===== config.mk =====
export PLATFORM = sky130hd
export DESIGN_NAME = cfg_seq_ctrl
export DESIGN_NICKNAME = d
export VERILOG_FILES = /design/src/rtl/cfg_pair_pkg.sv /design/src/rtl/cfg_seq_ctrl.sv
export SDC_FILE = /design/constraint.sdc
export NUM_CORES = 1
export LEC_CHECK = 0
export BUFFER_PORTS_ARGS = -buffer_cell sky130_fd_sc_hd__buf_2
export CORE_AREA = 4 4 41 43
export CTS_BUF_LIST = sky130_fd_sc_hd__clkbuf_8
export DETAILED_ROUTE_END_ITERATION = 6
export DIE_AREA = 0 0 45 47
export PLACE_DENSITY = 0.61
export SETUP_SLACK_MARGIN = 0.4
export SLEW_MARGIN = 5
export SYNTH_ARGS = -nofsm -noshare
export SYNTH_HDL_FRONTEND = slang
export SYNTH_SLANG_ARGS = --single-unit

===== constraint.sdc =====
create_clock -name clk_i -period 3.25 [get_ports clk_i]
set_clock_uncertainty 0.2 [all_clocks]
set_input_delay 0.4875 -clock clk_i [delete_from_list [all_inputs] [get_ports clk_i]]
set_output_delay 0.4875 -clock clk_i [all_outputs]
set_load 0.02 [all_outputs]

===== src/rtl/cfg_pair_pkg.sv =====
package cfg_pair_pkg;
  typedef enum logic [1:0] {
    ST_IDLE  = 2'd0,
    ST_LOAD  = 2'd1,
    ST_CHECK = 2'd2
  } seq_state_e;
endpackage


===== src/rtl/cfg_seq_ctrl.sv =====
module cfg_seq_ctrl
  import cfg_pair_pkg::*;
#(
  parameter int unsigned NUM_WORDS = 8,
  parameter int unsigned IDX_W     = 3
) (
  input  logic             clk_i,
  input  logic             rst_ni,
  input  logic             seq_start_i,
  input  logic             seq_end_i,
  input  logic             bad_i,
  input  logic             clr_status_i,
  output logic             load_en_o,
  output logic             idle_o,
  output logic [IDX_W-1:0] ptr_o,
  output logic             ok_o,
  output logic             mismatch_o,
  output logic             flag_o
);
  localparam logic [IDX_W-1:0] LAST = IDX_W'(NUM_WORDS - 1);

  seq_state_e       state_q;
  logic [IDX_W-1:0] ptr_q;
  logic             ok_q, mm_q, flag_q;
  logic             hit_bad;

  assign hit_bad = (state_q == ST_CHECK) && bad_i;

  always_ff @(posedge clk_i or negedge rst_ni) begin
    if (!rst_ni) begin
      state_q <= ST_IDLE;
      ptr_q   <= '0;
      ok_q    <= 1'b0;
      mm_q    <= 1'b0;
    end else begin
      ok_q <= 1'b0;
      mm_q <= 1'b0;
      unique case (state_q)
        ST_IDLE:  if (seq_start_i) state_q <= ST_LOAD;
        ST_LOAD:  if (seq_end_i) begin
                    state_q <= ST_CHECK;
                    ptr_q   <= '0;
                  end
        ST_CHECK: begin
          if (bad_i) begin
            mm_q    <= 1'b1;
            state_q <= ST_IDLE;
          end else if (ptr_q == LAST) begin
            ok_q    <= 1'b1;
            state_q <= ST_IDLE;
          end else begin
            ptr_q <= ptr_q + 1'b1;
          end
        end
        default:  state_q <= ST_IDLE;
      endcase
    end
  end

  always_ff @(posedge clk_i or negedge rst_ni) begin
    if (!rst_ni)           flag_q <= 1'b0;
    else if (hit_bad)      flag_q <= 1'b1;
    else if (clr_status_i) flag_q <= 1'b0;
  end

  assign load_en_o  = (state_q == ST_LOAD);
  assign idle_o     = (state_q == ST_IDLE);
  assign ptr_o      = ptr_q;
  assign ok_o       = ok_q;
  assign mismatch_o = mm_q;
  assign flag_o     = flag_q;
endmodule


==> impl_metrics.toml, run 1 <==
[routing]
initialDrtViolationCount = 4
drt-total-wl_um = 614
drcViolationCount = 0
detailroute.via_count = 254
wl_per_cell_um = 9.903
drt_pass_1_iters = 2
detail-route-antenna-nets = 0
detail_route.vias_per_cell = 4.097

[floorplan]
core_region_area_um2 = 1301
die_area_um2 = 2115
floorplan.die.height_um = 47
io-pin-count = 14
initial_core_utilization_pct = 28.46
number_of_rows_in_the_core_area = 13
die_w_um = 45

[critical_path]
r2r-end = "ptr_o[1]"
path_class = "flip-flop to output port"
r2r_cells = 5
critical_path.endpoint_type = "output port"
worst_r2r_startpoint = "ptr_o[0]"
largest_fanout_of_any_net_on_the_critical_path = 4
timing.critical_path.cells = "nor2b_4 > buf_2"
crit_slowest_cell = "sky130_fd_sc_hd__dfrtp_1"
path_delay_family = "flip-flops"
r2r_setup_slack_ns = 1.68
worstSetupStartpointType = "flip-flop"
cpPeakStageDelay_ns = 0.43
cp.required_ns = 2.56
worst-endpoint-arrival_ns = 1.02
cp.buffers_inverters = 1

[finish]
nNetsFinal = 57
num_antenna_cells = 0
post_route_cells_drive_above_1_share_pct = 40.43
most-common-layout-cells = "sky130_fd_sc_hd__buf_2 (13), sky130_fd_sc_hd__dfrtp_1 (8), sky130_fd_sc_hd__inv_1 (4), sky130_fd_sc_hd__mux2i_1 (4)"
layout_commonest_cell = "sky130_fd_sc_hd__buf_2"
area_growth_pct = 36.49
layout.filler_cells = 129
postLayoutCoreUtil_pct = 38.85
final-instance-count-excl-fill = 62

[synth]
netlist_area_um2 = 370.4
synth_top_cell_area_share_pct = 54.05
post_synth_num_cell_types = 11
avg_synthesized_cell_area_um2 = 12.35
synth_fp_nets = 38
yosysSeqAreaShare_pct = 54.05
top_area_cells_in_the_synthesized_netlist = "sky130_fd_sc_hd__dfrtp_1 (54%), sky130_fd_sc_hd__mux2i_1 (11%), sky130_fd_sc_hd__nor2b_4 (7.4%)"
synthCells = 30
ys_warn_count = 0
netlist.top_cell.by_area = "sky130_fd_sc_hd__dfrtp_1"
synthesized_flop_and_latch_total = 8

[clocking]
tritoncts = "done"
worstSkewPairLatency_ns = 0.23
cts_setup_buffers = 0
cts_sinks = 8
cts_made_buffers = 3
cts_hold_buf = 1
cts_resized = 0
clock_tree.root_cell = "sky130_fd_sc_hd__clkbuf_8"
cts_max_level = 1
ctsLongestPathBuffers = 2
clk_transition_reported_paths_ns = 0.04

[timing]
report.final.setup_viol = 0
normalized_max_slew_margin_pct = 86.84
rsz_0062_raised_after_global_routing = "no"
timing_hold_violations_final = 0
fmax_ghz = 0.5869
final.period_utilization_pct = 52.43
transition_at_the_pin_with_the_smallest_max_transition_slack_ns = 0.1974
final_max_slew_viol_count = 0
fin_worst_hold_slack_ns = 0.2750
finalCriticalPeriod_ns = 1.704
tns_ns = 0

[power]
max-vdd-ir-drop_uv = 330.8
cellPowerDensity_nw_per_um2 = 724.5
seq_power_share_pct = 38.2
power_frac_comb_pct = 29.8
clkPwrFrac_pct = 32.0
switching_power_summed_over_all_nets_w = 0.0001161
internal_power_w = 0.0002501
p_leak_nw = 0.2920
netSwitchingFraction_pct = 31.70

[hold_path]
worstHoldStart = "flag_o"
hold_path_end = "flag_o"
worst_hold_path_type = "flip-flop to flip-flop"
hold-path-cell-count = 1

[placed_design]
place.detailed.instances = 58
gp_routability_congestion = 0.6437
dpl.hpwl_um = 470.7
port_buffers = 13

[grt]
grt_start_max_net_pins = 9
total_track_usage_pct = 7.827
grt-ovfl-total = 0
vias_in_the_first_global_route = 234
antenna_violations_before_repair = 0
grt_pass1_wl_mm = 1.076

[flow_run]
maxCapViolations = 0

[outcome]
outcome = "finished clean"
per-stage QoR:
step | area, um2 | setup slack, ns | total power [W]
after floorplan | 370.4 | 1.640 | 0.0002176
after global placement | 454.2 | 1.703 | 0.0002514
after detailed placement | 454.2 | 1.681 | 0.0002513
after CTS | 505.5 | 1.534 | 0.0003726
after global routing | 505.5 | 1.486 | 0.0003916
final | 505.5 | 1.546 | 0.0003662
flip-flops by register name, summed over array words and instances (netlist names):
register,count
mismatch_o,1
state_q,2
ptr_o,3
flag_o,1
ok_o,1
worst max-delay path by stage:
stage / start / to / slack, ns / cells past startpoint
floorplan: ptr_o[0] / ptr_o[1] / 1.64 / 5
global placement: ptr_o[0] / ptr_o[1] / 1.70 / 5
detailed placement: ptr_o[0] / ptr_o[1] / 1.68 / 5
CTS: state_q[0] / load_en_o / 1.53 / 2
global route: state_q[0] / load_en_o / 1.49 / 2
finish: state_q[0] / load_en_o / 1.55 / 2
Yosys cell counts, drive strengths merged:
master and count:
a22o 1, inv 4, nor2 3, dfrtp 8, nor2b 2, and3b 1
ha 2, nand2 3, and2 1, a21o 1, mux2i 4
cell families after synthesis:
kind of cell,Yosys count,share of synthesized area [%]
compound gates,2,6.758
fa+ha+maj,2,6.756
buf+inv,4,4.053
mux,4,10.81
simple gates,10,17.57
flops,8,54.05
power groups by stage:
stage	Combinational, W	Clock [W]	Sequential [W]
2_1_floorplan	0.0000617	0	0.000156
3_3_place_gp	0.000112	0	0.000140
3_5_place_dp	0.000110	0	0.000141
4_1_cts	0.000111	0.000121	0.000140
5_1_grt	0.000121	0.000126	0.000144
6_report	0.000109	0.000117	0.000140
area by class of cell:
class	count	area [um2]	area share, %
clock buffer	3	41.29	8.168
timing repair buffer	14	75.07	14.85
sequential	8	200.2	39.60
inverter	4	15.01	2.970
multi-input combinational	18	155.1	30.69
tap	15	18.77	3.713
layer usage:
metal / vias to the layer above / share of wire [%] / global-route usage, %
met5: - / 0 / 0
met4: 0 / 2.8 / 7.018
met3: 2 / 9.8 / 4.598
met2: 11 / 36 / 9.322
met1: 107 / 51 / 9.624
li1: 134 / - / -
Note: power is estimated with default switching activity, not from simulation.
==> run 2, diff against run 1 <==
- PLACE_DENSITY: 0.61 -> 0.63
- clock period: 3.25 -> 1.4 ns (I/O delays scaled with it)
==> run 2 against run 1 <==
Net effect:
- the flow now finishes with violations (negative setup slack)
- critical path depth rose by 5
- first-iteration DRC count fell by 100%
- final area rose by 44%
- sequential cell count did not move
- largest power group is now combinational logic
- clock power rose by 150%
==> impl_metrics.toml, run 2 (synthesized netlist as in run 1, its figures left out) <==
[finish]
layout_commonest_cell = "sky130_fd_sc_hd__buf_6"
fin_area_um2 = 725.7
post_route_cells_drive_above_1_share_pct = 68.33
layout.filler_cells = 122
num_antenna_cells = 0
most-common-layout-cells = "sky130_fd_sc_hd__buf_6 (15), sky130_fd_sc_hd__inv_1 (5), sky130_fd_sc_hd__buf_2 (5), sky130_fd_sc_hd__buf_4 (5)"
area_taken_by_multi_input_logic_gates_um2 = 200.2
nNetsFinal = 69
area_growth_pct = 95.95
largest_register_ffs = 3
seqCellArea_um2 = 205.2
postLayoutCoreUtil_pct = 55.77

[power]
netSwitchingFraction_pct = 30.71
power_frac_comb_pct = 44.0
internal_power_w = 0.0007834
p_leak_nw = 0.3683
max-vdd-ir-drop_uv = 944.6
clkPwrFrac_pct = 25.4
seq_power_share_pct = 30.6
switching_power_summed_over_all_nets_w = 0.0003472
cellPowerDensity_nw_per_um2 = 1558

[clocking]
cts_max_level = 1
worstSkewPairLatency_ns = 0.23
clk_transition_reported_paths_ns = 0.04
clock_tree.root_cell = "sky130_fd_sc_hd__clkbuf_8"
ctsLongestPathBuffers = 2
cts_made_buffers = 3
cts_sinks = 8
tritoncts = "done"

[critical_path]
critical_path.endpoint_type = "flip-flop"
worstSetupStartpointType = "flip-flop"
path_class = "flip-flop to flip-flop"
cp.required_ns = 1.35
largest_fanout_of_any_net_on_the_critical_path = 2
worst-endpoint-arrival_ns = 1.40

[routing]
drt-total-wl_um = 856
drcViolationCount = 0
wl_per_cell_um = 11.41
detail_route.vias_per_cell = 4.160
initialDrtViolationCount = 0
detailroute.via_count = 312
detail-route-antenna-nets = 0
wl_met3_um = 38
drt_pass_1_iters = 1
met2_length_um = 498
route.top_layer_used = "met3"
wirelength_met1_um = 318

[timing]
final_max_slew_viol_count = 0
setup_ws_ns = -0.04780
fmax_ghz = 0.6907
report.final.setup_viol = 4
transition_at_the_pin_with_the_smallest_max_transition_slack_ns = 0.1971
finalCriticalPeriod_ns = 1.448
rsz_0062_raised_after_global_routing = "yes"
timing_hold_violations_final = 0
normalized_max_slew_margin_pct = 86.86
final.period_utilization_pct = 103.4

[floorplan]
floorplan.die.height_um = 47
io-pin-count = 14
initial_core_utilization_pct = 28.46
core_region_area_um2 = 1301
die_w_um = 45
number_of_rows_in_the_core_area = 13
die_area_um2 = 2115

[placed_design]
port_buffers = 13
place_ws_ns = -0.04307
dpl.hpwl_um = 586.4
gp_routability_congestion = 0.6739
dpl-instance-area_um2 = 524.3

[flow_run]
maxCapViolations = 0

[grt]
grt_pass1_wl_mm = 1.469
vias_in_the_first_global_route = 332
grt-ovfl-total = 0
total_track_usage_pct = 10.53
antenna_violations_before_repair = 0
grt_start_max_net_pins = 9

[hold_path]
worst_hold_path_type = "primary input to flip-flop"

[outcome]
failed_checks = "negative setup slack"
outcome = "finished with violations"
==> run 2: layout make-up <==
class | count | area share [%]
repair buffers | 26 | 33.28
multi-input cells | 18 | 27.59
well taps | 15 | 2.586
clock inverters | 1 | 0.5172
clock buffers | 3 | 5.690
inverters | 4 | 2.069
flip-flops and latches | 8 | 28.28
==> run 2: power by group through the flow <==
stage          Combinational, W  Sequential, W  Clock (W)
6_report               0.000497       0.000346   0.000287
2_1_floorplan          0.000160       0.000387          0
3_3_place_gp           0.000315       0.000345          0
4_1_cts                0.000483       0.000345   0.000301
5_1_grt                0.000536       0.000355   0.000315
3_5_place_dp           0.000318       0.000348          0
==> run 2: timing repair <==
action,in CTS,in global routing
pin swaps,2,1
endpoints found under the hold margin,8,0
gates resized for setup,21,3
endpoints found under the setup margin,16,16
hold buffers,1,0
buffers inserted,7,2
==> run 2: final timing paths <==
kind	start	end	slack [ns]	cells past startpoint
min in group asynchronous	rst_ni	mismatch_o	0.19	2
max in group asynchronous	rst_ni	ptr_o[1]	0.62	2
max	ptr_o[0]	ptr_o[0]	-0.05	7
max reg2reg	ptr_o[0]	ptr_o[0]	-0.05	7
min	seq_start_i	state_q[0]	0.03	3
min reg2reg	state_q[1]	state_q[0]	0.33	1
==> run 2: metrics by stage <==
| step | cells | power, W | hold slack (ns) | setup TNS, ns |
|---|---|---|---|---|
| global placement | 61 | 0.0006595 | -0.1378 | -0.00001976 |
| CTS | 73 | 0.001128 | 0.02592 | -0.1247 |
| floorplan | 30 | 0.0005470 | -0.2856 | -0.07885 |
| global route | 75 | 0.001206 | 0.05570 | -0.3693 |
| detailed placement | 61 | 0.0006662 | -0.1356 | -0.08398 |
| finish | 75 | 0.001131 | 0.03092 | -0.1374 |
==> run 2: metal layers <==
| layer | GRT usage [%] | vias up |
|---|---|---|
| met1 | 11.71 | 151 |
| met2 | 17.23 | 6 |
| met5 | 0 | - |
| li1 | - | 155 |
| met4 | 8.772 | 0 |
| met3 | 2.299 | 0 |
==> run 2: critical path: stages, from the launching register on <==
cell and delay, ns:
sky130_fd_sc_hd__dfrtp_2 0.42, sky130_fd_sc_hd__ha_4 0.17, sky130_fd_sc_hd__ha_4 0.16, sky130_fd_sc_hd__nor2_4 0.09, sky130_fd_sc_hd__buf_4 0.11, sky130_fd_sc_hd__buf_6 0.08, sky130_fd_sc_hd__nand2_2 0.04, sky130_fd_sc_hd__mux2i_1 0.11
==> run 3, diff against run 2 <==
- BUFFER_PORTS_ARGS: -buffer_cell sky130_fd_sc_hd__buf_2 -> -buffer_cell sky130_fd_sc_hd__buf_4
==> run 3 against run 2 <==
Net effect:
- the run still ends with negative setup slack left
- non-clock buffer count decreased by 5
- hold slack better by 0.0010 ns
- sequential power about the same
- clock-buffer cell count did not move
- largest cell class is now sequential cells
==> impl_metrics.toml, run 3 (synthesized netlist as in run 1, its figures left out) <==
[outcome]
outcome = "finished with violations"
failed_checks = "negative setup slack"

[timing]
final_max_slew_viol_count = 0
normalized_max_slew_margin_pct = 91.56
fmax_ghz = 0.6954
setup_ws_ns = -0.03794
rsz_0062_raised_after_global_routing = "yes"
finalCriticalPeriod_ns = 1.438
report.final.setup_viol = 3
transition_at_the_pin_with_the_smallest_max_transition_slack_ns = 0.1230
timing_hold_violations_final = 0
final.period_utilization_pct = 102.7

[critical_path]
path_common_cell = "sky130_fd_sc_hd__ha_4"
r2r_setup_slack_ns = -0.04
worst_r2r_startpoint = "ptr_o[1]"
cp.required_ns = 1.35
r2r-end = "ptr_o[1]"
critical_path.endpoint_type = "flip-flop"
timing.critical_path.cells = "ha_4 > ha_4 > nor2_4 > a22o_4 > mux2i_1"
path_class = "flip-flop to flip-flop"
worst-endpoint-arrival_ns = 1.38
r2r_cells = 5
cpPeakStageDelay_ns = 0.42
crit_slowest_cell = "sky130_fd_sc_hd__dfrtp_2"
worstSetupStartpointType = "flip-flop"
largest_fanout_of_any_net_on_the_critical_path = 4

[finish]
most-common-layout-cells = "sky130_fd_sc_hd__buf_4 (10), sky130_fd_sc_hd__buf_6 (10), sky130_fd_sc_hd__inv_1 (5), sky130_fd_sc_hd__dfrtp_2 (5), sky130_fd_sc_hd__mux2i_1 (4)"
area_growth_pct = 83.78
largest_register_ffs = 3
nNetsFinal = 64
fin_area_um2 = 680.7
num_antenna_cells = 0
post_route_cells_drive_above_1_share_pct = 65.45

[routing]
detail-route-antenna-nets = 0
drt-total-wl_um = 677
detail_route.vias_per_cell = 4.100
drcViolationCount = 0
wl_per_cell_um = 9.671
drt_pass_1_iters = 1
detailroute.via_count = 287
initialDrtViolationCount = 0

[hold_path]
worstHoldStart = "seq_start_i"
hold-path-cell-count = 3
hold_path_end = "state_q[0]"
worst_hold_path_type = "primary input to flip-flop"

[placed_design]
port_buffers = 13
place_ws_ns = -0.03927
gp_routability_congestion = 0.6608
dpl-instance-area_um2 = 556.8
dpl.hpwl_um = 534.8

[clocking]
cts_max_level = 1
worstSkewPairLatency_ns = 0.23
ctsLongestPathBuffers = 2
tritoncts = "done"
cts_sinks = 8
clk_transition_reported_paths_ns = 0.04
cts_made_buffers = 3
clock_tree.root_cell = "sky130_fd_sc_hd__clkbuf_8"

[floorplan]
floorplan.die.height_um = 47
number_of_rows_in_the_core_area = 13
die_area_um2 = 2115
initial_core_utilization_pct = 28.46
die_w_um = 45
io-pin-count = 14
core_region_area_um2 = 1301

[grt]
grt_pass1_wl_mm = 1.035
antenna_violations_before_repair = 0
grt-ovfl-total = 0
total_track_usage_pct = 7.729
vias_in_the_first_global_route = 257
grt_start_max_net_pins = 9

[power]
total_power_w = 0.001057
p_leak_nw = 0.3400
cellPowerDensity_nw_per_um2 = 1553
max-vdd-ir-drop_uv = 790.1

[flow_run]
maxCapViolations = 0
## run 3: changes by cell type in the layout (fill, tap and decap cells not counted), sizes merged
cell  change
buf       -5
## run 3: timing repair
item,in CTS,in global routing
resized for setup,10,1
endpoints found under the setup margin,16,16
setup buffers,3,1
hold endpoints to repair,8,0
hold buffers,1,0
pin swaps,3,2
## run 3: area by class of cell
type,instances,area (um2)
clock buffer,3,41.29
clock inverter,1,3.754
fill,128,620.6
inverter,4,15.01
multi-input combinational,18,197.7
sequential,8,206.4
tap,15,18.77
timing repair buffer,21,197.7
## run 3: critical path, delay by kind of cell, from the launching register on
kind | cells | cell delay [ns]
mux | 1 | 0.18
simple gates | 1 | 0.09
flops | 1 | 0.42
fa+ha+maj | 2 | 0.33
compound gates | 1 | 0.15
## run 3: through the flow
step                utilization (%)  hold slack, ns  TNS [ns]  instances
finish                        52.31         0.03194  -0.07871         70
global route                  52.31         0.04859   -0.2597         70
global placement              42.79         -0.1668  -0.02750         61
CTS                           51.63         0.03418   -0.1251         69
floorplan                         -         -0.2856  -0.07885         30
detailed placement            42.79         -0.1656  -0.06564         61
## run 3: worst max path at each step
stage              from  slack (ns)       end
5_1_grt        ptr_o[1]        -0.1  ptr_o[1]
2_1_floorplan  ptr_o[0]       -0.04  ptr_o[1]
3_3_place_gp   ptr_o[1]       -0.02  ptr_o[2]
3_5_place_dp   ptr_o[1]       -0.04  ptr_o[1]
6_report       ptr_o[1]       -0.04  ptr_o[1]
4_1_cts        ptr_o[1]       -0.06  ptr_o[1]
## run 3: per-layer routing
layer / part of all wire (%) / routed length, um / track usage (%)
met5: 0 / 0 / 0
met4: 0 / 0 / 5.263
met3: 8.6 / 58 / 6.513
met2: 51 / 346 / 10.73
met1: 40 / 272 / 7.692
## run 3: report_power, final
| part | internal, W | switching (W) |
|---|---|---|
| registers | 0.000285 | 0.0000590 |
| clock network | 0.000190 | 0.0000897 |
| logic | 0.000261 | 0.000173 |
| total | 0.000736 | 0.000321 |
